--- config.mk ---
export PLATFORM = sky130hd
export DESIGN_NAME = emn_codec
export DESIGN_NICKNAME = d
export VERILOG_FILES = /design/src/rtl/emn_pkg.sv /design/src/rtl/emn_tx.sv /design/src/rtl/emn_sync.sv /design/src/rtl/emn_rx.sv /design/src/rtl/emn_codec.sv
export SDC_FILE = /design/constraint.sdc
export NUM_CORES = 1
export LEC_CHECK = 0
export CAP_MARGIN = 30
export CORE_MARGIN = 2
export CORE_UTILIZATION = 61
export DETAILED_ROUTE_END_ITERATION = 12
export GPL_ROUTABILITY_DRIVEN = 0
export GPL_TIMING_DRIVEN = 0
export PLACE_DENSITY_LB_ADDON = 0.1
export SLEW_MARGIN = 20
export SYNTH_ARGS = -nofsm -noshare
export SYNTH_HDL_FRONTEND = slang
export SYNTH_HIERARCHICAL = 1
export SYNTH_SLANG_ARGS = --single-unit
--- constraint.sdc ---
create_clock -name clk_i -period 4 [get_ports clk_i]
set_clock_uncertainty 0.1 [all_clocks]
set_input_delay 0.8 -clock clk_i [delete_from_list [all_inputs] [get_ports clk_i]]
set_output_delay 0.8 -clock clk_i [all_outputs]
set_load 0.02 [all_outputs]
--- src/rtl/emn_pkg.sv ---
`timescale 1ns/1ps
package emn_pkg;
  localparam int BYTE_W       = 8;
  localparam int GRP_LEN      = 4;
  localparam int BIT_IDX_W    = $clog2(BYTE_W);
  localparam int FRAME_BITS   = BYTE_W + 2;          // start + data + guard
  localparam int FRAME_HALVES = 2 * FRAME_BITS;
  localparam int HIX_W        = $clog2(FRAME_HALVES + 1);
  localparam int DATA_FIRST   = 2;                   // first data half index
  localparam int DATA_LAST    = DATA_FIRST + 2*BYTE_W - 1;

  // data bit index (0 = MSB sent first) carries the Manchester symbol
  function automatic logic is_manch(input logic [BIT_IDX_W-1:0] idx);
    return (32'(idx) % GRP_LEN) == (GRP_LEN - 1);
  endfunction
endpackage

--- src/rtl/emn_tx.sv ---
`timescale 1ns/1ps
module emn_tx import emn_pkg::*; #(
  parameter int HALF = 4
) (
  input  logic              clk_i,
  input  logic              rst_ni,
  input  logic [BYTE_W-1:0] data_i,
  input  logic              valid_i,
  output logic              ready_o,
  output logic              drive_o
);
  localparam int CNT_W = $clog2(HALF);

  logic                 busy_q;
  logic [CNT_W-1:0]     cnt_q;
  logic [HIX_W-1:0]     hix_q;
  logic [BYTE_W-1:0]    byte_q;
  logic [BIT_IDX_W-1:0] bidx;
  logic                 lvl;

  wire last_tick = (cnt_q == CNT_W'(HALF-1));

  always_ff @(posedge clk_i or negedge rst_ni) begin
    if (!rst_ni) begin
      busy_q <= 1'b0;
      cnt_q  <= '0;
      hix_q  <= '0;
      byte_q <= '0;
    end else if (!busy_q) begin
      if (valid_i) begin
        busy_q <= 1'b1;
        byte_q <= data_i;
        cnt_q  <= '0;
        hix_q  <= '0;
      end
    end else if (last_tick) begin
      cnt_q <= '0;
      if (hix_q == HIX_W'(FRAME_HALVES-1)) busy_q <= 1'b0;
      else                                 hix_q  <= hix_q + HIX_W'(1);
    end else begin
      cnt_q <= cnt_q + CNT_W'(1);
    end
  end

  assign bidx = BIT_IDX_W'((hix_q - HIX_W'(DATA_FIRST)) >> 1);

  // line level, 1 = passive
  always_comb begin
    lvl = 1'b1;
    if (busy_q) begin
      if (hix_q < HIX_W'(DATA_FIRST)) begin
        lvl = 1'b0;
      end else if (hix_q <= HIX_W'(DATA_LAST)) begin
        lvl = byte_q[BIT_IDX_W'(BYTE_W-1) - bidx];
        if (is_manch(bidx) && hix_q[0]) lvl = ~lvl;
      end
    end
  end

  assign drive_o = ~lvl;
  assign ready_o = ~busy_q;
endmodule

--- src/rtl/emn_sync.sv ---
`timescale 1ns/1ps
module emn_sync (
  input  logic clk_i,
  input  logic rst_ni,
  input  logic raw_i,
  output logic lvl_o,
  output logic edge_o
);
  logic s1_q, s2_q, prev_q;

  always_ff @(posedge clk_i or negedge rst_ni) begin
    if (!rst_ni) begin
      s1_q   <= 1'b1;
      s2_q   <= 1'b1;
      prev_q <= 1'b1;
    end else begin
      s1_q   <= raw_i;
      s2_q   <= s1_q;
      prev_q <= s2_q;
    end
  end

  assign lvl_o  = s2_q;
  assign edge_o = s2_q ^ prev_q;
endmodule

--- src/rtl/emn_rx.sv ---
`timescale 1ns/1ps
module emn_rx import emn_pkg::*; #(
  parameter int HALF     = 4,
  parameter int EDGE_WIN = 1
) (
  input  logic              clk_i,
  input  logic              rst_ni,
  input  logic              lvl_i,
  input  logic              edge_i,
  output logic [BYTE_W-1:0] data_o,
  output logic              valid_o,
  output logic              err_o
);
  localparam int CNT_W = $clog2(HALF);

  logic                 run_q, fh_q, sh_q, valid_q, err_q;
  logic [CNT_W-1:0]     cnt_q;
  logic [HIX_W-1:0]     hix_q;
  logic [BYTE_W-1:0]    shreg_q, data_q;
  logic [BIT_IDX_W-1:0] bidx;
  logic                 edge_ok;

  // odd boundaries are mid-bit: legal only inside a Manchester bit
  function automatic logic legal_bnd(input logic [HIX_W-1:0] b);
    logic [HIX_W-1:0] k;
    if (!b[0]) return 1'b1;
    if (b < HIX_W'(DATA_FIRST+1)) return 1'b0;
    k = (b - HIX_W'(DATA_FIRST+1)) >> 1;
    return is_manch(BIT_IDX_W'(k));
  endfunction

  wire last_tick = (cnt_q == CNT_W'(HALF-1));
  wire mid_tick  = (cnt_q == CNT_W'(HALF/2));

  assign bidx    = BIT_IDX_W'((hix_q - HIX_W'(DATA_FIRST)) >> 1);
  assign edge_ok = ((cnt_q <  CNT_W'(EDGE_WIN))      && legal_bnd(hix_q)) ||
                   ((cnt_q >= CNT_W'(HALF-EDGE_WIN)) && legal_bnd(hix_q + HIX_W'(1)));

  always_ff @(posedge clk_i or negedge rst_ni) begin
    if (!rst_ni) begin
      run_q   <= 1'b0;
      cnt_q   <= '0;
      hix_q   <= '0;
      fh_q    <= 1'b1;
      sh_q    <= 1'b1;
      shreg_q <= '0;
      data_q  <= '0;
      valid_q <= 1'b0;
      err_q   <= 1'b0;
    end else begin
      valid_q <= 1'b0;
      err_q   <= 1'b0;
      if (!run_q) begin
        if (edge_i && !lvl_i) begin       // start bit leading edge
          run_q <= 1'b1;
          cnt_q <= CNT_W'(1);
          hix_q <= '0;
        end
      end else if (edge_i && !edge_ok) begin
        err_q <= 1'b1;
        run_q <= 1'b0;
      end else begin
        if (mid_tick) begin
          if (hix_q[0]) sh_q <= lvl_i;
          else          fh_q <= lvl_i;
        end
        if (last_tick) begin
          cnt_q <= '0;
          hix_q <= hix_q + HIX_W'(1);
          if (hix_q[0] && hix_q > HIX_W'(DATA_FIRST)) begin
            if (is_manch(bidx) && (fh_q == sh_q)) begin
              err_q <= 1'b1;
              run_q <= 1'b0;
            end else begin
              shreg_q <= {shreg_q[BYTE_W-2:0], fh_q};
              if (hix_q == HIX_W'(DATA_LAST)) begin
                data_q  <= {shreg_q[BYTE_W-2:0], fh_q};
                valid_q <= 1'b1;
                run_q   <= 1'b0;
              end
            end
          end
        end else begin
          cnt_q <= cnt_q + CNT_W'(1);
        end
      end
    end
  end

  assign data_o  = data_q;
  assign valid_o = valid_q;
  assign err_o   = err_q;
endmodule

--- src/rtl/emn_codec.sv ---
`timescale 1ns/1ps
module emn_codec #(
  parameter int BIT_TICKS = 4800,
  parameter int EDGE_WIN  = 64
) (
  input  logic       clk_i,
  input  logic       rst_ni,
  input  logic [7:0] tx_data_i,
  input  logic       tx_valid_i,
  output logic       tx_ready_o,
  output logic       bus_drive_o,
  input  logic       bus_sense_i,
  output logic [7:0] rx_data_o,
  output logic       rx_valid_o,
  output logic       rx_err_o
);
  localparam int HALF = BIT_TICKS / 2;

  logic lvl, edg;

  emn_tx #(.HALF(HALF)) u_tx (
    .clk_i   (clk_i),
    .rst_ni  (rst_ni),
    .data_i  (tx_data_i),
    .valid_i (tx_valid_i),
    .ready_o (tx_ready_o),
    .drive_o (bus_drive_o)
  );

  emn_sync u_sync (
    .clk_i  (clk_i),
    .rst_ni (rst_ni),
    .raw_i  (bus_sense_i),
    .lvl_o  (lvl),
    .edge_o (edg)
  );

  emn_rx #(.HALF(HALF), .EDGE_WIN(EDGE_WIN)) u_rx (
    .clk_i   (clk_i),
    .rst_ni  (rst_ni),
    .lvl_i   (lvl),
    .edge_i  (edg),
    .data_o  (rx_data_o),
    .valid_o (rx_valid_o),
    .err_o   (rx_err_o)
  );
endmodule

==> results of run 1 <==
logic make-up (layout without fill, tap and decap cells):
| kind of cell | Yosys count | after routing | synth area share, % |
|---|---|---|---|
| buf+inv | 33 | 72 | 4.239 |
| simple gates | 146 | 146 | 21.86 |
| fa+ha+maj | 11 | 11 | 3.822 |
| xor+xnor | 6 | 6 | 1.459 |
| flops | 66 | 66 | 46.04 |
| compound gates | 79 | 79 | 14.87 |
| mux | 23 | 23 | 7.714 |
through the flow:
step / cell area (sq um) / cells
6_report: 4165 / 475
5_1_grt: 4165 / 475
4_1_cts: 4165 / 475
3_5_place_dp: 3946 / 460
3_3_place_gp: 3921 / 459
2_1_floorplan: 3601 / 364
critical path, cell delays in order, from the launching register on:
cell and delay (ns):
sky130_fd_sc_hd__dfrtp_1 0.48, sky130_fd_sc_hd__inv_1 0.13, sky130_fd_sc_hd__ha_1 0.34, sky130_fd_sc_hd__mux4_2 0.31, sky130_fd_sc_hd__xnor2_1 0.14, sky130_fd_sc_hd__a22oi_1 0.17, sky130_fd_sc_hd__and3_1 0.18, sky130_fd_sc_hd__clkdlybuf4s50_1 0.60
where the power goes:
group	total (mW)	switching [mW]	internal [mW]
clock	0.627	0.245	0.382
combinational	0.510	0.300	0.210
sequential	0.919	0.143	0.776
total	2.06	0.688	1.37
worst max-delay path by stage:
stage / end / depth (start not counted) / slack (ns)
2_1_floorplan: bus_drive_o / 6 / 1.39
3_3_place_gp: u_tx/byte_q[3] / 1 / -0.1
3_5_place_dp: bus_drive_o / 7 / 0.79
4_1_cts: bus_drive_o / 7 / 0.38
5_1_grt: bus_drive_o / 7 / 0.32
6_report: bus_drive_o / 7 / 0.40
area by class of cell:
class	instances	area share (%)
repair buffers	24	6.128
well taps	72	2.163
multi-input cells	265	42.99
inverters	15	1.352
flip-flops and latches	66	39.80
clock buffers	13	3.815
plain buffers	18	2.313
clock inverters	2	1.442
registers in the layout, indices dropped and copies added (netlist names):
signal and count:
u_rx/cnt_q 12, u_rx/data_o 8, u_rx/err_o 1, u_rx/fh_q 1
u_rx/hix_q 5, u_rx/run_q 1, u_rx/sh_q 1, u_rx/shreg_q 7
u_rx/valid_o 1, u_sync/lvl_o 1, u_sync/prev_q 1, u_sync/s1_q 1
u_tx/busy_q 1, u_tx/byte_q 8, u_tx/cnt_q 12, u_tx/hix_q 5
metal layers:
layer / up-vias / routed length [um]
met5: - / 0
met4: 0 / 132
met3: 12 / 393
met2: 86 / 3769
met1: 1444 / 3601
li1: 1409 / -
layout by cell type, fill, tap and decap left out, types with 3 or more instances in the layout:
master	Yosys	routed
sky130_fd_sc_hd__clkbuf_8	0	11
sky130_fd_sc_hd__a21oi_1	9	9
sky130_fd_sc_hd__o21ai_0	20	20
sky130_fd_sc_hd__dfstp_2	5	5
sky130_fd_sc_hd__clkdlybuf4s50_1	0	22
sky130_fd_sc_hd__a22oi_1	3	3
sky130_fd_sc_hd__and3_1	12	12
sky130_fd_sc_hd__nor2_1	16	16
sky130_fd_sc_hd__nand2_1	51	51
sky130_fd_sc_hd__nor4_1	4	4
sky130_fd_sc_hd__nand4_1	11	11
sky130_fd_sc_hd__nor3_1	8	8
sky130_fd_sc_hd__mux2_2	18	18
sky130_fd_sc_hd__dfrtp_1	61	61
sky130_fd_sc_hd__inv_1	15	15
sky130_fd_sc_hd__mux2i_1	3	3
sky130_fd_sc_hd__o31a_1	3	3
sky130_fd_sc_hd__and2_1	5	5
sky130_fd_sc_hd__o211ai_1	5	5
sky130_fd_sc_hd__nand3_1	12	12
sky130_fd_sc_hd__clkbuf_1	10	12
sky130_fd_sc_hd__xnor2_1	4	4
sky130_fd_sc_hd__a22o_1	4	4
sky130_fd_sc_hd__buf_4	3	4
sky130_fd_sc_hd__and4_1	5	5
sky130_fd_sc_hd__a31oi_1	14	14
sky130_fd_sc_hd__or3_1	3	3
sky130_fd_sc_hd__ha_1	11	11
==> report_table.html, run 1 <==
<table>
<tr><th>Metric</th><th>Value</th></tr>
<tr><th colspan="2">Status</th></tr>
<tr><td>Outcome</td><td>finished, final reports clean</td></tr>
<tr><th colspan="2">Route</th></tr>
<tr><td>Ratio of routed vias to standard cells</td><td>6.213</td></tr>
<tr><td>Count of routing violations after the opening detailed-route iteration</td><td>between 200 and 300</td></tr>
<tr><td>Iteration count of the initial detailed-routing pass</td><td>5</td></tr>
<tr><td>Routed WL per cell</td><td>16.62 um</td></tr>
<tr><td>Number of nets with antenna violations after routing</td><td>0</td></tr>
<tr><td>Vias after detailed routing</td><td>2951</td></tr>
<tr><td>Total wire length after detailed routing</td><td>between 7000 and 8000 um</td></tr>
<tr><td>Post-route DRC</td><td>0</td></tr>
<tr><th colspan="2">Timing</th></tr>
<tr><td>Number of max-slew violations in the final report</td><td>0</td></tr>
<tr><td>Total negative slack</td><td>0 ns</td></tr>
<tr><td>Fraction of the cycle the final worst path needs</td><td>about 90%</td></tr>
<tr><td>Post-route minimum period</td><td>3.603 ns</td></tr>
<tr><td>Slew at the pin closest to its max-slew limit</td><td>about 0.84 ns</td></tr>
<tr><td>Worst-case headroom to the max-slew limit</td><td>43.70%</td></tr>
<tr><td>Number of endpoints with negative hold slack in the final report</td><td>0</td></tr>
<tr><td>Hold_ws</td><td>0.1940 ns</td></tr>
<tr><td>Least setup slack across all paths after layout</td><td>around 0.4 ns</td></tr>
<tr><td>Count of endpoints failing setup in the final report</td><td>0</td></tr>
<tr><td>Setup repair after global routing missed its margin</td><td>false</td></tr>
<tr><td>Peak clock frequency supported by timing</td><td>277.6 MHz</td></tr>
<tr><th colspan="2">GRT</th></tr>
<tr><td>Wire length of the first global-routing pass</td><td>13390 um</td></tr>
<tr><td>Grt met2 use</td><td>between 40 and 50%</td></tr>
<tr><td>Met3 track demand over resource</td><td>5.778%</td></tr>
<tr><td>Number of global-route vias before repair</td><td>approximately 2900</td></tr>
<tr><td>Total GRT Usage</td><td>26.73%</td></tr>
<tr><td>Pin count of the biggest net entering global routing</td><td>55</td></tr>
<tr><td>Busiest layer in global routing</td><td>met2</td></tr>
<tr><td>Antenna violations before repair</td><td>0</td></tr>
<tr><td>Global-route met1 utilization</td><td>a little over a third</td></tr>
<tr><td>Overflow left after global routing</td><td>0</td></tr>
<tr><th colspan="2">CTS</th></tr>
<tr><td>Number of clock sinks</td><td>66</td></tr>
<tr><td>Clock root buffer master</td><td>sky130_fd_sc_hd__clkbuf_8</td></tr>
<tr><td>Clock latency at the later pin of the worst-skew pair</td><td>between 0.3 and 0.4 ns</td></tr>
<tr><td>Quantity of gates resized following cts</td><td>0</td></tr>
<tr><td>Deepest clock path buffer count</td><td>2</td></tr>
<tr><td>Clock transition time at the flip-flop clock pins of the worst setup and hold paths</td><td>around 0.070 ns</td></tr>
<tr><td>CTS tree</td><td>done</td></tr>
<tr><td>Number of hold buffers added after CTS</td><td>0</td></tr>
<tr><td>Post-CTS Setup Bufs</td><td>0</td></tr>
<tr><td>H-tree depth</td><td>3</td></tr>
<tr><td>Clock buffers created by TritonCTS</td><td>9</td></tr>
<tr><th colspan="2">Critical path</th></tr>
<tr><td>Start-to-end type of the worst setup path</td><td>register to output port</td></tr>
<tr><td>Data arrival time of the worst path</td><td>2.70 ns</td></tr>
<tr><td>Startpoint of the most critical setup path</td><td>u_tx/hix_q[1]</td></tr>
<tr><td>R2r endpoint</td><td>u_rx/cnt_q[7]</td></tr>
<tr><td>Required time of the worst setup path</td><td>3.10 ns</td></tr>
<tr><td>Crit-path max FO</td><td>6</td></tr>
<tr><td>Number of cells on the worst reg-to-reg path</td><td>10</td></tr>
<tr><td>Flop2flop setup slack</td><td>a little over 1 ns</td></tr>
<tr><td>Launching point of the worst reg2reg path</td><td>u_rx/hix_q[0]</td></tr>
<tr><td>Category of the worst setup path capture point</td><td>output port</td></tr>
<tr><td>Category of the worst setup path launch point</td><td>register</td></tr>
<tr><th colspan="2">Placed design</th></tr>
<tr><td>Port Buffer Count</td><td>23</td></tr>
<tr><td>Detailed placement HPWL</td><td>5338 um</td></tr>
<tr><td>Worst slack, placed</td><td>0.7871 ns</td></tr>
<tr><th colspan="2">Logic synthesis</th></tr>
<tr><td>Post-synthesis sequential element count</td><td>66</td></tr>
<tr><td>Flip-flop cell with the highest count after synthesis</td><td>sky130_fd_sc_hd__dfrtp_1</td></tr>
<tr><td>Number of unique standard cell types used by synthesis</td><td>63</td></tr>
<tr><td>Most frequent cell after synthesis</td><td>sky130_fd_sc_hd__dfrtp_1</td></tr>
<tr><td>Share of Yosys cell area claimed by the top area cell type</td><td>~42%</td></tr>
<tr><td>Most frequent cells after synthesis</td><td>sky130_fd_sc_hd__dfrtp_1, sky130_fd_sc_hd__nand2_1, sky130_fd_sc_hd__o21ai_0</td></tr>
<tr><td>Fraction of registers with async set or reset after synthesis</td><td>100.0%</td></tr>
<tr><td>Mean post-synth cell area</td><td>9.893 sq um</td></tr>
<tr><td>Synth Warn #</td><td>6</td></tr>
<tr><td>Post-Synthesis Net Count</td><td>387</td></tr>
<tr><td>Part of the Yosys area used for sequential elements</td><td>46.04%</td></tr>
<tr><td>Dominant cells by area after synthesis</td><td>sky130_fd_sc_hd__dfrtp_1, sky130_fd_sc_hd__mux2_2, sky130_fd_sc_hd__nand2_1</td></tr>
<tr><td>Number of flops mapped to enable cells by yosys</td><td>0</td></tr>
<tr><td>Mapped Cells</td><td>364</td></tr>
<tr><td>Largest area contributor in the netlist</td><td>sky130_fd_sc_hd__dfrtp_1</td></tr>
<tr><td>Area of the mapped netlist</td><td>3601 sq um</td></tr>
<tr><th colspan="2">Power and ir drop</th></tr>
<tr><td>Leakage power figure</td><td>roughly 1.9 nW</td></tr>
<tr><td>Power per unit of standard cell area</td><td>493.7 nW/um^2</td></tr>
<tr><td>Worst IR drop on VDD</td><td>0.4021 mV</td></tr>
<tr><td>Total Power</td><td>~2.1 mW</td></tr>
<tr><th colspan="2">Floorplan</th></tr>
<tr><td>Die Outline Area</td><td>6533 sq um</td></tr>
<tr><td>Starting density of the core</td><td>64.21%</td></tr>
<tr><td>Placement Rows</td><td>27</td></tr>
<tr><td>CORE AREA</td><td>5608 sq um</td></tr>
<tr><td>I/O pin cnt</td><td>24</td></tr>
<tr><td>Horizontal extent of the die</td><td>80.83 um</td></tr>
<tr><td>Die height</td><td>80.83 um</td></tr>
<tr><th colspan="2">Cells and area</th></tr>
<tr><td>Number of nets in the finished design</td><td>between 400 and 500</td></tr>
<tr><td>FILL cells</td><td>411</td></tr>
<tr><td>Multi-input gate area in the final layout</td><td>1790 sq um</td></tr>
<tr><td>Core Util, Final</td><td>74.27%</td></tr>
<tr><td>Footprint of the flip-flops and latches</td><td>about 1700 sq um</td></tr>
<tr><td>Area overhead of the layout relative to synthesis</td><td>15.67%</td></tr>
<tr><td>Final antenna diode count</td><td>0</td></tr>
<tr><td>Proportion of layout cells with a drive suffix above 1</td><td>13.90%</td></tr>
<tr><th colspan="2">Hold path</th></tr>
<tr><td>Class of the worst hold path</td><td>input port to asynchronous set/reset pin</td></tr>
<tr><th colspan="2">Run</th></tr>
<tr><td>Maximum capacitance violations</td><td>0</td></tr>
</table>
(Power assumes the default switching activity.)
==> inputs of run 2 (changes only) <==
--- a/config.mk
+++ b/config.mk
@@ -11,7 +11,8 @@
 export DETAILED_ROUTE_END_ITERATION = 12
 export GPL_ROUTABILITY_DRIVEN = 0
 export GPL_TIMING_DRIVEN = 0
-export PLACE_DENSITY_LB_ADDON = 0.1
+export PLACE_DENSITY = 0.82
+export SETUP_SLACK_MARGIN = 0.02
 export SLEW_MARGIN = 20
 export SYNTH_ARGS = -nofsm -noshare
 export SYNTH_HDL_FRONTEND = slang
==> run 2 against run 1 <==
Effect of this change:
- clock-buffer cell count fell by 1
- critical path type unchanged
- sequential share of layout area increased by 0.33 points
- via count rose by 0.41%
- combinational power is essentially flat
- register-to-register slack worse by 0.02 ns
- fmax rose by 0.90%
- critical path depth unchanged
- first-iteration DRC count fell by 31%
- critical endpoint unchanged
- largest power group unchanged
- core utilization shrank 0.60 points
- die area unchanged
- largest cell class unchanged
- sequential cell count unchanged
- hold slack improved by 0.030 ns
==> report_table.html, run 2 (synthesis results as in run 1) <==
<table>
<tr><th>Metric</th><th>Value</th></tr>
<tr><th colspan="2">Critical path</th></tr>
<tr><td>Category of the worst setup path launch point</td><td>register</td></tr>
<tr><td>R2r endpoint</td><td>u_rx/hix_q[0]</td></tr>
<tr><td>Slowest stage cell on the critical path</td><td>sky130_fd_sc_hd__clkdlybuf4s50_1</td></tr>
<tr><td>Flop2flop setup slack</td><td>roughly 1.0 ns</td></tr>
<tr><td>Crit-path max FO</td><td>6</td></tr>
<tr><td>Start-to-end type of the worst setup path</td><td>register to output port</td></tr>
<tr><td>Critical Path Stages</td><td>7</td></tr>
<tr><td>Data arrival time of the worst path</td><td>2.67 ns</td></tr>
<tr><td>Launching point of the worst reg2reg path</td><td>u_rx/hix_q[0]</td></tr>
<tr><td>Number of cells on the worst reg-to-reg path</td><td>8</td></tr>
<tr><td>Required time of the worst setup path</td><td>between 3 and 4 ns</td></tr>
<tr><td>Sequence of cells on the critical path</td><td>inv_1 -&gt; ha_1 -&gt; mux4_2 -&gt; xnor2_1 -&gt; a22oi_1 -&gt; and3_1 -&gt; clkdlybuf4s50_1</td></tr>
<tr><td>Category of the worst setup path capture point</td><td>output port</td></tr>
<tr><td>Critical path buffers and inverters</td><td>2</td></tr>
<tr><td>Largest delay share family, worst path</td><td>buffers and inverters</td></tr>
<tr><td>Slowest Stage Delay on Critical Path</td><td>about 0.6 ns</td></tr>
<tr><th colspan="2">CTS</th></tr>
<tr><td>Number of clock sinks</td><td>66</td></tr>
<tr><td>H-tree depth</td><td>3</td></tr>
<tr><td>Clock buffers created by TritonCTS</td><td>9</td></tr>
<tr><td>Clock latency at the later pin of the worst-skew pair</td><td>~0.34 ns</td></tr>
<tr><td>Deepest clock path buffer count</td><td>2</td></tr>
<tr><td>Post-CTS Setup Bufs</td><td>0</td></tr>
<tr><td>Clock transition time at the flip-flop clock pins of the worst setup and hold paths</td><td>roughly 0.070 ns</td></tr>
<tr><td>CTS tree</td><td>done</td></tr>
<tr><td>Clock root buffer master</td><td>sky130_fd_sc_hd__clkbuf_8</td></tr>
<tr><td>Number of hold buffers added after CTS</td><td>0</td></tr>
<tr><td>Quantity of gates resized following cts</td><td>0</td></tr>
<tr><th colspan="2">Route</th></tr>
<tr><td>Ratio of routed vias to standard cells</td><td>6.238</td></tr>
<tr><td>Routed WL per cell</td><td>16.28 um</td></tr>
<tr><td>Number of nets with antenna violations after routing</td><td>0</td></tr>
<tr><td>Count of routing violations after the opening detailed-route iteration</td><td>~200</td></tr>
<tr><td>Vias after detailed routing</td><td>~3000</td></tr>
<tr><td>Post-route DRC</td><td>0</td></tr>
<tr><td>Iteration count of the initial detailed-routing pass</td><td>7</td></tr>
<tr><td>Total wire length after detailed routing</td><td>roughly 7700 um</td></tr>
<tr><th colspan="2">Timing</th></tr>
<tr><td>Count of endpoints failing setup in the final report</td><td>0</td></tr>
<tr><td>Number of max-slew violations in the final report</td><td>0</td></tr>
<tr><td>Least setup slack across all paths after layout</td><td>approximately 0.43 ns</td></tr>
<tr><td>Post-route minimum period</td><td>3.571 ns</td></tr>
<tr><td>Peak clock frequency supported by timing</td><td>approximately 280 MHz</td></tr>
<tr><td>Worst-case headroom to the max-slew limit</td><td>43.92%</td></tr>
<tr><td>Total negative slack</td><td>0 ns</td></tr>
<tr><td>Slew at the pin closest to its max-slew limit</td><td>0.8413 ns</td></tr>
<tr><td>Number of endpoints with negative hold slack in the final report</td><td>0</td></tr>
<tr><td>Setup repair after global routing missed its margin</td><td>false</td></tr>
<tr><td>Fraction of the cycle the final worst path needs</td><td>89.26%</td></tr>
<tr><th colspan="2">Power and ir drop</th></tr>
<tr><td>Leakage power figure</td><td>between 1.5 and 2 nW</td></tr>
<tr><td>Worst IR drop on VDD</td><td>0.4053 mV</td></tr>
<tr><td>Power per unit of standard cell area</td><td>around 480 nW/um^2</td></tr>
<tr><th colspan="2">Placed design</th></tr>
<tr><td>Detailed placement HPWL</td><td>5197 um</td></tr>
<tr><td>Worst slack, placed</td><td>around 0.76 ns</td></tr>
<tr><td>Cell count after placement</td><td>460</td></tr>
<tr><td>Port Buffer Count</td><td>23</td></tr>
<tr><td>Instance area after placement</td><td>3946 sq um</td></tr>
<tr><th colspan="2">Floorplan</th></tr>
<tr><td>CORE AREA</td><td>5608 sq um</td></tr>
<tr><td>Horizontal extent of the die</td><td>80.83 um</td></tr>
<tr><td>Starting density of the core</td><td>64.21%</td></tr>
<tr><td>I/O pin cnt</td><td>24</td></tr>
<tr><td>Placement Rows</td><td>27</td></tr>
<tr><td>Die Outline Area</td><td>6533 sq um</td></tr>
<tr><td>Die height</td><td>80.83 um</td></tr>
<tr><th colspan="2">GRT</th></tr>
<tr><td>Antenna violations before repair</td><td>0</td></tr>
<tr><td>Total GRT Usage</td><td>26.05%</td></tr>
<tr><td>Wire length of the first global-routing pass</td><td>~13000 um</td></tr>
<tr><td>Pin count of the biggest net entering global routing</td><td>52</td></tr>
<tr><td>Number of global-route vias before repair</td><td>2780</td></tr>
<tr><td>Overflow left after global routing</td><td>0</td></tr>
<tr><th colspan="2">Cells and area</th></tr>
<tr><td>Final antenna diode count</td><td>0</td></tr>
<tr><td>Final cell count without fillers</td><td>475</td></tr>
<tr><td>Largest registers</td><td>u_rx/cnt_q (12), u_tx/cnt_q (12)</td></tr>
<tr><td>Proportion of layout cells with a drive suffix above 1</td><td>13.90%</td></tr>
<tr><td>Most common cell after layout, fill and taps aside</td><td>sky130_fd_sc_hd__dfrtp_1</td></tr>
<tr><td>Core Util, Final</td><td>73.67%</td></tr>
<tr><td>Commonest non-fill, non-tap cells in the layout</td><td>sky130_fd_sc_hd__dfrtp_1, sky130_fd_sc_hd__nand2_1, sky130_fd_sc_hd__clkdlybuf4s50_1</td></tr>
<tr><td>FILL cells</td><td>417</td></tr>
<tr><td>Area overhead of the layout relative to synthesis</td><td>14.73%</td></tr>
<tr><td>Number of nets in the finished design</td><td>422</td></tr>
<tr><td>Post-route cell area</td><td>approximately 4100 sq um</td></tr>
<tr><th colspan="2">Hold path</th></tr>
<tr><td>Class of the worst hold path</td><td>input port to asynchronous set/reset pin</td></tr>
<tr><th colspan="2">Status</th></tr>
<tr><td>Outcome</td><td>finished, final reports clean</td></tr>
<tr><th colspan="2">Run</th></tr>
<tr><td>Maximum capacitance violations</td><td>0</td></tr>
</table>
## run 2: routing by layer
layer  track usage, %  part of all wire, %
met2            39.59                   48
met1            36.12                   45
met3            4.556                  5.0
met5                0                    0
met4            13.05                  2.3
## run 2: where the power goes
group / switching (mW) / internal, mW
clock: 0.238 / 0.300
sequential: 0.143 / 0.776
combinational: 0.298 / 0.209
## run 2: metrics by stage
stage | hold slack (ns) | total power [mW]
6_report | 0.2238 | 1.964
3_3_place_gp | 0.2467 | 1.391
4_1_cts | 0.2189 | 1.964
5_1_grt | 0.2284 | 2.089
2_1_floorplan | 0.2452 | 1.253
3_5_place_dp | 0.2468 | 1.417
## run 2: worst max path at each step
| stage | end | slack (ns) | start |
|---|---|---|---|
| final | bus_drive_o | 0.43 | u_tx/hix_q[1] |
| after global routing | bus_drive_o | 0.31 | u_tx/hix_q[1] |
| after CTS | bus_drive_o | 0.41 | u_tx/hix_q[1] |
| after detailed placement | bus_drive_o | 0.76 | u_tx/hix_q[1] |
| after global placement | u_tx/byte_q[6] | -0.11 | rst_ni |
| after floorplan | bus_drive_o | 1.39 | u_tx/hix_q[1] |
## run 2: layout make-up
type                       count  area (sq um)  area share, %
sequential                    66          1658          40.13
inverter                      15         56.30          1.363
clock buffer                  12         145.1          3.513
timing repair buffer          24         255.2          6.178
multi-input combinational    265          1790          43.34
tap                           72         90.09          2.180
buffer                        18         96.34          2.332
clock inverter                 3         40.04         0.9691
==> inputs of run 3 (changes only) <==
--- a/config.mk
+++ b/config.mk
@@ -16,5 +16,4 @@
 export SLEW_MARGIN = 20
 export SYNTH_ARGS = -nofsm -noshare
 export SYNTH_HDL_FRONTEND = slang
-export SYNTH_HIERARCHICAL = 1
 export SYNTH_SLANG_ARGS = --single-unit
==> run 3 against run 2 <==
Effect of this change:
- core utilization is 0.86 points lower
- final cell count down 6.7%
- die area down 2.2%
- global-route usage shrank 2.4 points
- clock-buffer cell count grew 2
- worst setup slack worse by 0.20 ns
- critical endpoint unchanged
- largest cell class unchanged
- largest power group unchanged
==> report_table.html, run 3 <==
<table>
<tr><th>Metric</th><th>Value</th></tr>
<tr><th colspan="2">Timing</th></tr>
<tr><td>Hold_ws</td><td>0.2674 ns</td></tr>
<tr><td>Post-route minimum period</td><td>around 3.8 ns</td></tr>
<tr><td>Slew at the pin closest to its max-slew limit</td><td>0.7510 ns</td></tr>
<tr><td>Setup repair after global routing missed its margin</td><td>false</td></tr>
<tr><td>Fraction of the cycle the final worst path needs</td><td>94.28%</td></tr>
<tr><td>Peak clock frequency supported by timing</td><td>265.2 MHz</td></tr>
<tr><td>Least setup slack across all paths after layout</td><td>0.2289 ns</td></tr>
<tr><td>Number of max-slew violations in the final report</td><td>0</td></tr>
<tr><td>Number of endpoints with negative hold slack in the final report</td><td>0</td></tr>
<tr><td>Count of endpoints failing setup in the final report</td><td>0</td></tr>
<tr><td>Worst-case headroom to the max-slew limit</td><td>49.94%</td></tr>
<tr><th colspan="2">GRT</th></tr>
<tr><td>Number of global-route vias before repair</td><td>2639</td></tr>
<tr><td>Total GRT Usage</td><td>23.67%</td></tr>
<tr><td>Pin count of the biggest net entering global routing</td><td>43</td></tr>
<tr><td>Overflow left after global routing</td><td>0</td></tr>
<tr><td>Wire length of the first global-routing pass</td><td>11830 um</td></tr>
<tr><td>Antenna violations before repair</td><td>0</td></tr>
<tr><th colspan="2">Critical path</th></tr>
<tr><td>Startpoint of the most critical setup path</td><td>u_tx.hix_q[1]</td></tr>
<tr><td>Launching point of the worst reg2reg path</td><td>u_rx.hix_q[0]</td></tr>
<tr><td>Crit-path max FO</td><td>5</td></tr>
<tr><td>Category of the worst setup path launch point</td><td>register</td></tr>
<tr><td>Number of cells on the worst reg-to-reg path</td><td>8</td></tr>
<tr><td>Start-to-end type of the worst setup path</td><td>register to output port</td></tr>
<tr><td>Flop2flop setup slack</td><td>1.09 ns</td></tr>
<tr><td>Category of the worst setup path capture point</td><td>output port</td></tr>
<tr><td>Worst setup path endpoint</td><td>bus_drive_o</td></tr>
<tr><td>Required time of the worst setup path</td><td>3.10 ns</td></tr>
<tr><td>Data arrival time of the worst path</td><td>between 2 and 3 ns</td></tr>
<tr><td>R2r endpoint</td><td>u_rx.cnt_q[6]</td></tr>
<tr><th colspan="2">Route</th></tr>
<tr><td>Number of nets with antenna violations after routing</td><td>0</td></tr>
<tr><td>Post-route DRC</td><td>0</td></tr>
<tr><td>Total wire length after detailed routing</td><td>7005 um</td></tr>
<tr><td>Count of routing violations after the opening detailed-route iteration</td><td>254</td></tr>
<tr><td>Met2 wire len</td><td>3337 um</td></tr>
<tr><td>Ratio of routed vias to standard cells</td><td>6.081</td></tr>
<tr><td>Iteration count of the initial detailed-routing pass</td><td>5</td></tr>
<tr><td>Uppermost routed layer</td><td>met4</td></tr>
<tr><td>Vias after detailed routing</td><td>2694</td></tr>
<tr><td>Post-route met1 wirelength</td><td>around 3300 um</td></tr>
<tr><td>Total length of routed met3 wires</td><td>about 290 um</td></tr>
<tr><td>Routed WL per cell</td><td>between 15 and 20 um</td></tr>
<tr><th colspan="2">Power and ir drop</th></tr>
<tr><td>Power per unit of standard cell area</td><td>417.7 nW/um^2</td></tr>
<tr><td>Total Power</td><td>1.685 mW</td></tr>
<tr><td>Leakage power figure</td><td>1.788 nW</td></tr>
<tr><td>Worst IR drop on VDD</td><td>0.2436 mV</td></tr>
<tr><th colspan="2">Floorplan</th></tr>
<tr><td>CORE AREA</td><td>5540 sq um</td></tr>
<tr><td>Placement Rows</td><td>27</td></tr>
<tr><td>I/O pin cnt</td><td>24</td></tr>
<tr><td>Starting density of the core</td><td>63.46%</td></tr>
<tr><td>Die height</td><td>79.92 um</td></tr>
<tr><td>Die Outline Area</td><td>6387 sq um</td></tr>
<tr><td>Horizontal extent of the die</td><td>79.92 um</td></tr>
<tr><th colspan="2">Cells and area</th></tr>
<tr><td>Largest registers</td><td>u_rx.cnt_q (12), u_tx.cnt_q (12)</td></tr>
<tr><td>Commonest non-fill, non-tap cells in the layout</td><td>sky130_fd_sc_hd__dfrtp_1, sky130_fd_sc_hd__nand2_1, sky130_fd_sc_hd__mux2_2</td></tr>
<tr><td>Most common cell after layout, fill and taps aside</td><td>sky130_fd_sc_hd__dfrtp_1</td></tr>
<tr><td>Final antenna diode count</td><td>0</td></tr>
<tr><td>Post-route cell area</td><td>4034 sq um</td></tr>
<tr><td>Proportion of layout cells with a drive suffix above 1</td><td>16.98%</td></tr>
<tr><td>Number of nets in the finished design</td><td>390</td></tr>
<tr><td>Area overhead of the layout relative to synthesis</td><td>14.73%</td></tr>
<tr><th colspan="2">Placed design</th></tr>
<tr><td>Worst slack, placed</td><td>0.5742 ns</td></tr>
<tr><td>Port Buffer Count</td><td>23</td></tr>
<tr><td>Detailed placement HPWL</td><td>4897 um</td></tr>
<tr><td>Instance area after placement</td><td>3854 sq um</td></tr>
<tr><th colspan="2">Logic synthesis</th></tr>
<tr><td>Post-Synthesis Net Count</td><td>354</td></tr>
<tr><td>Flip-flop cell with the highest count after synthesis</td><td>sky130_fd_sc_hd__dfrtp_1</td></tr>
<tr><td>Share of Yosys cell area claimed by the top area cell type</td><td>43.42%</td></tr>
<tr><td>Largest area contributor in the netlist</td><td>sky130_fd_sc_hd__dfrtp_1</td></tr>
<tr><td>Area of the mapped netlist</td><td>3516 sq um</td></tr>
<tr><td>Synth Warn #</td><td>0</td></tr>
<tr><td>Mean post-synth cell area</td><td>10.65 sq um</td></tr>
<tr><td>Mapped Cells</td><td>330</td></tr>
<tr><td>Post-synthesis sequential element count</td><td>66</td></tr>
<tr><td>Dominant cells by area after synthesis</td><td>sky130_fd_sc_hd__dfrtp_1, sky130_fd_sc_hd__mux2_2, sky130_fd_sc_hd__ha_1</td></tr>
<tr><td>Most frequent cells after synthesis</td><td>sky130_fd_sc_hd__dfrtp_1, sky130_fd_sc_hd__nand2_1, sky130_fd_sc_hd__mux2_2</td></tr>
<tr><td>Number of flops mapped to enable cells by yosys</td><td>0</td></tr>
<tr><td>Number of unique standard cell types used by synthesis</td><td>59</td></tr>
<tr><td>Part of the Yosys area used for sequential elements</td><td>between 40% and 50%</td></tr>
<tr><td>Most frequent cell after synthesis</td><td>sky130_fd_sc_hd__dfrtp_1</td></tr>
<tr><td>Fraction of registers with async set or reset after synthesis</td><td>100.0%</td></tr>
<tr><th colspan="2">CTS</th></tr>
<tr><td>Clock transition time at the flip-flop clock pins of the worst setup and hold paths</td><td>around 0.07 ns</td></tr>
<tr><td>Number of clock sinks</td><td>66</td></tr>
<tr><td>Quantity of gates resized following cts</td><td>0</td></tr>
<tr><td>Deepest clock path buffer count</td><td>2</td></tr>
<tr><td>H-tree depth</td><td>3</td></tr>
<tr><td>Number of hold buffers added after CTS</td><td>0</td></tr>
<tr><td>Post-CTS Setup Bufs</td><td>0</td></tr>
<tr><td>Clock latency at the later pin of the worst-skew pair</td><td>0.33 ns</td></tr>
<tr><td>Clock buffers created by TritonCTS</td><td>9</td></tr>
<tr><td>Clock root buffer master</td><td>sky130_fd_sc_hd__clkbuf_8</td></tr>
<tr><td>CTS tree</td><td>done</td></tr>
<tr><th colspan="2">Status</th></tr>
<tr><td>Outcome</td><td>finished, final reports clean</td></tr>
<tr><th colspan="2">Hold path</th></tr>
<tr><td>Class of the worst hold path</td><td>input port to asynchronous set/reset pin</td></tr>
<tr><th colspan="2">Run</th></tr>
<tr><td>Maximum capacitance violations</td><td>0</td></tr>
</table>
run 3: final cells by class:
class | instances | area [sq um]
Tap cell | 72 | 90.09
Inverter | 9 | 33.78
Fill cell | 410 | 1506
Multi-Input combinational cell | 242 | 1765
Clock buffer | 14 | 162.7
Sequential cell | 66 | 1658
Clock inverter | 2 | 12.51
Timing Repair Buffer | 25 | 252.7
Buffer | 13 | 58.81
run 3: worst min path at each step:
stage,cells after the start,end,slack [ns]
floorplan,0,u_sync.lvl_o,0.25
global placement,0,u_sync.lvl_o,0.25
detailed placement,0,u_sync.lvl_o,0.25
CTS,0,u_sync.lvl_o,0.27
global route,0,u_sync.lvl_o,0.27
finish,1,u_rx.cnt_q[8],0.27
run 3: cell families (layout without fill, tap and decap cells):
kind of cell               Yosys count  count (layout)  share of synthesized area (%)
xor gates and xnor gates            13              13                          3.238
AOI/OAI and AO/OA                   60              60                          12.85
and+or+nand+nor                    127             127                          19.72
adders and majority gates           12              12                          4.270
buffers and inverters               22              63                          2.633
DFF                                 66              66                          47.15
muxes                               30              30                          10.14
run 3: metal layers:
layer	track usage (%)	vias up
met3	4.186	8
met2	37.42	59
met1	32.93	1333
li1	-	1294
met5	0	-
met4	8.305	0
run 3: stage by stage:
stage	instances	TNS, ns	utilization, %
3_3_place_gp	425	-8.698	69.24
3_5_place_dp	426	0	69.56
2_1_floorplan	330	0	-
4_1_cts	442	0	72.72
6_report	443	0	72.81
5_1_grt	443	0	72.81
run 3: power breakdown:
group          switching [mW]  total, mW  internal, mW
combinational           0.189      0.348         0.158
sequential             0.0885      0.834         0.746
clock                   0.244      0.503         0.259
total                   0.521       1.68          1.16
run 3: worst max-delay path, stage by stage (launching register included):
cell and delay (ns):
sky130_fd_sc_hd__dfrtp_1 0.47, sky130_fd_sc_hd__inv_1 0.15, sky130_fd_sc_hd__ha_1 0.35, sky130_fd_sc_hd__mux4_2 0.32
sky130_fd_sc_hd__mux2i_1 0.20, sky130_fd_sc_hd__xor2_1 0.18, sky130_fd_sc_hd__a21oi_1 0.06, sky130_fd_sc_hd__o31a_1 0.29
sky130_fd_sc_hd__clkdlybuf4s50_1 0.53
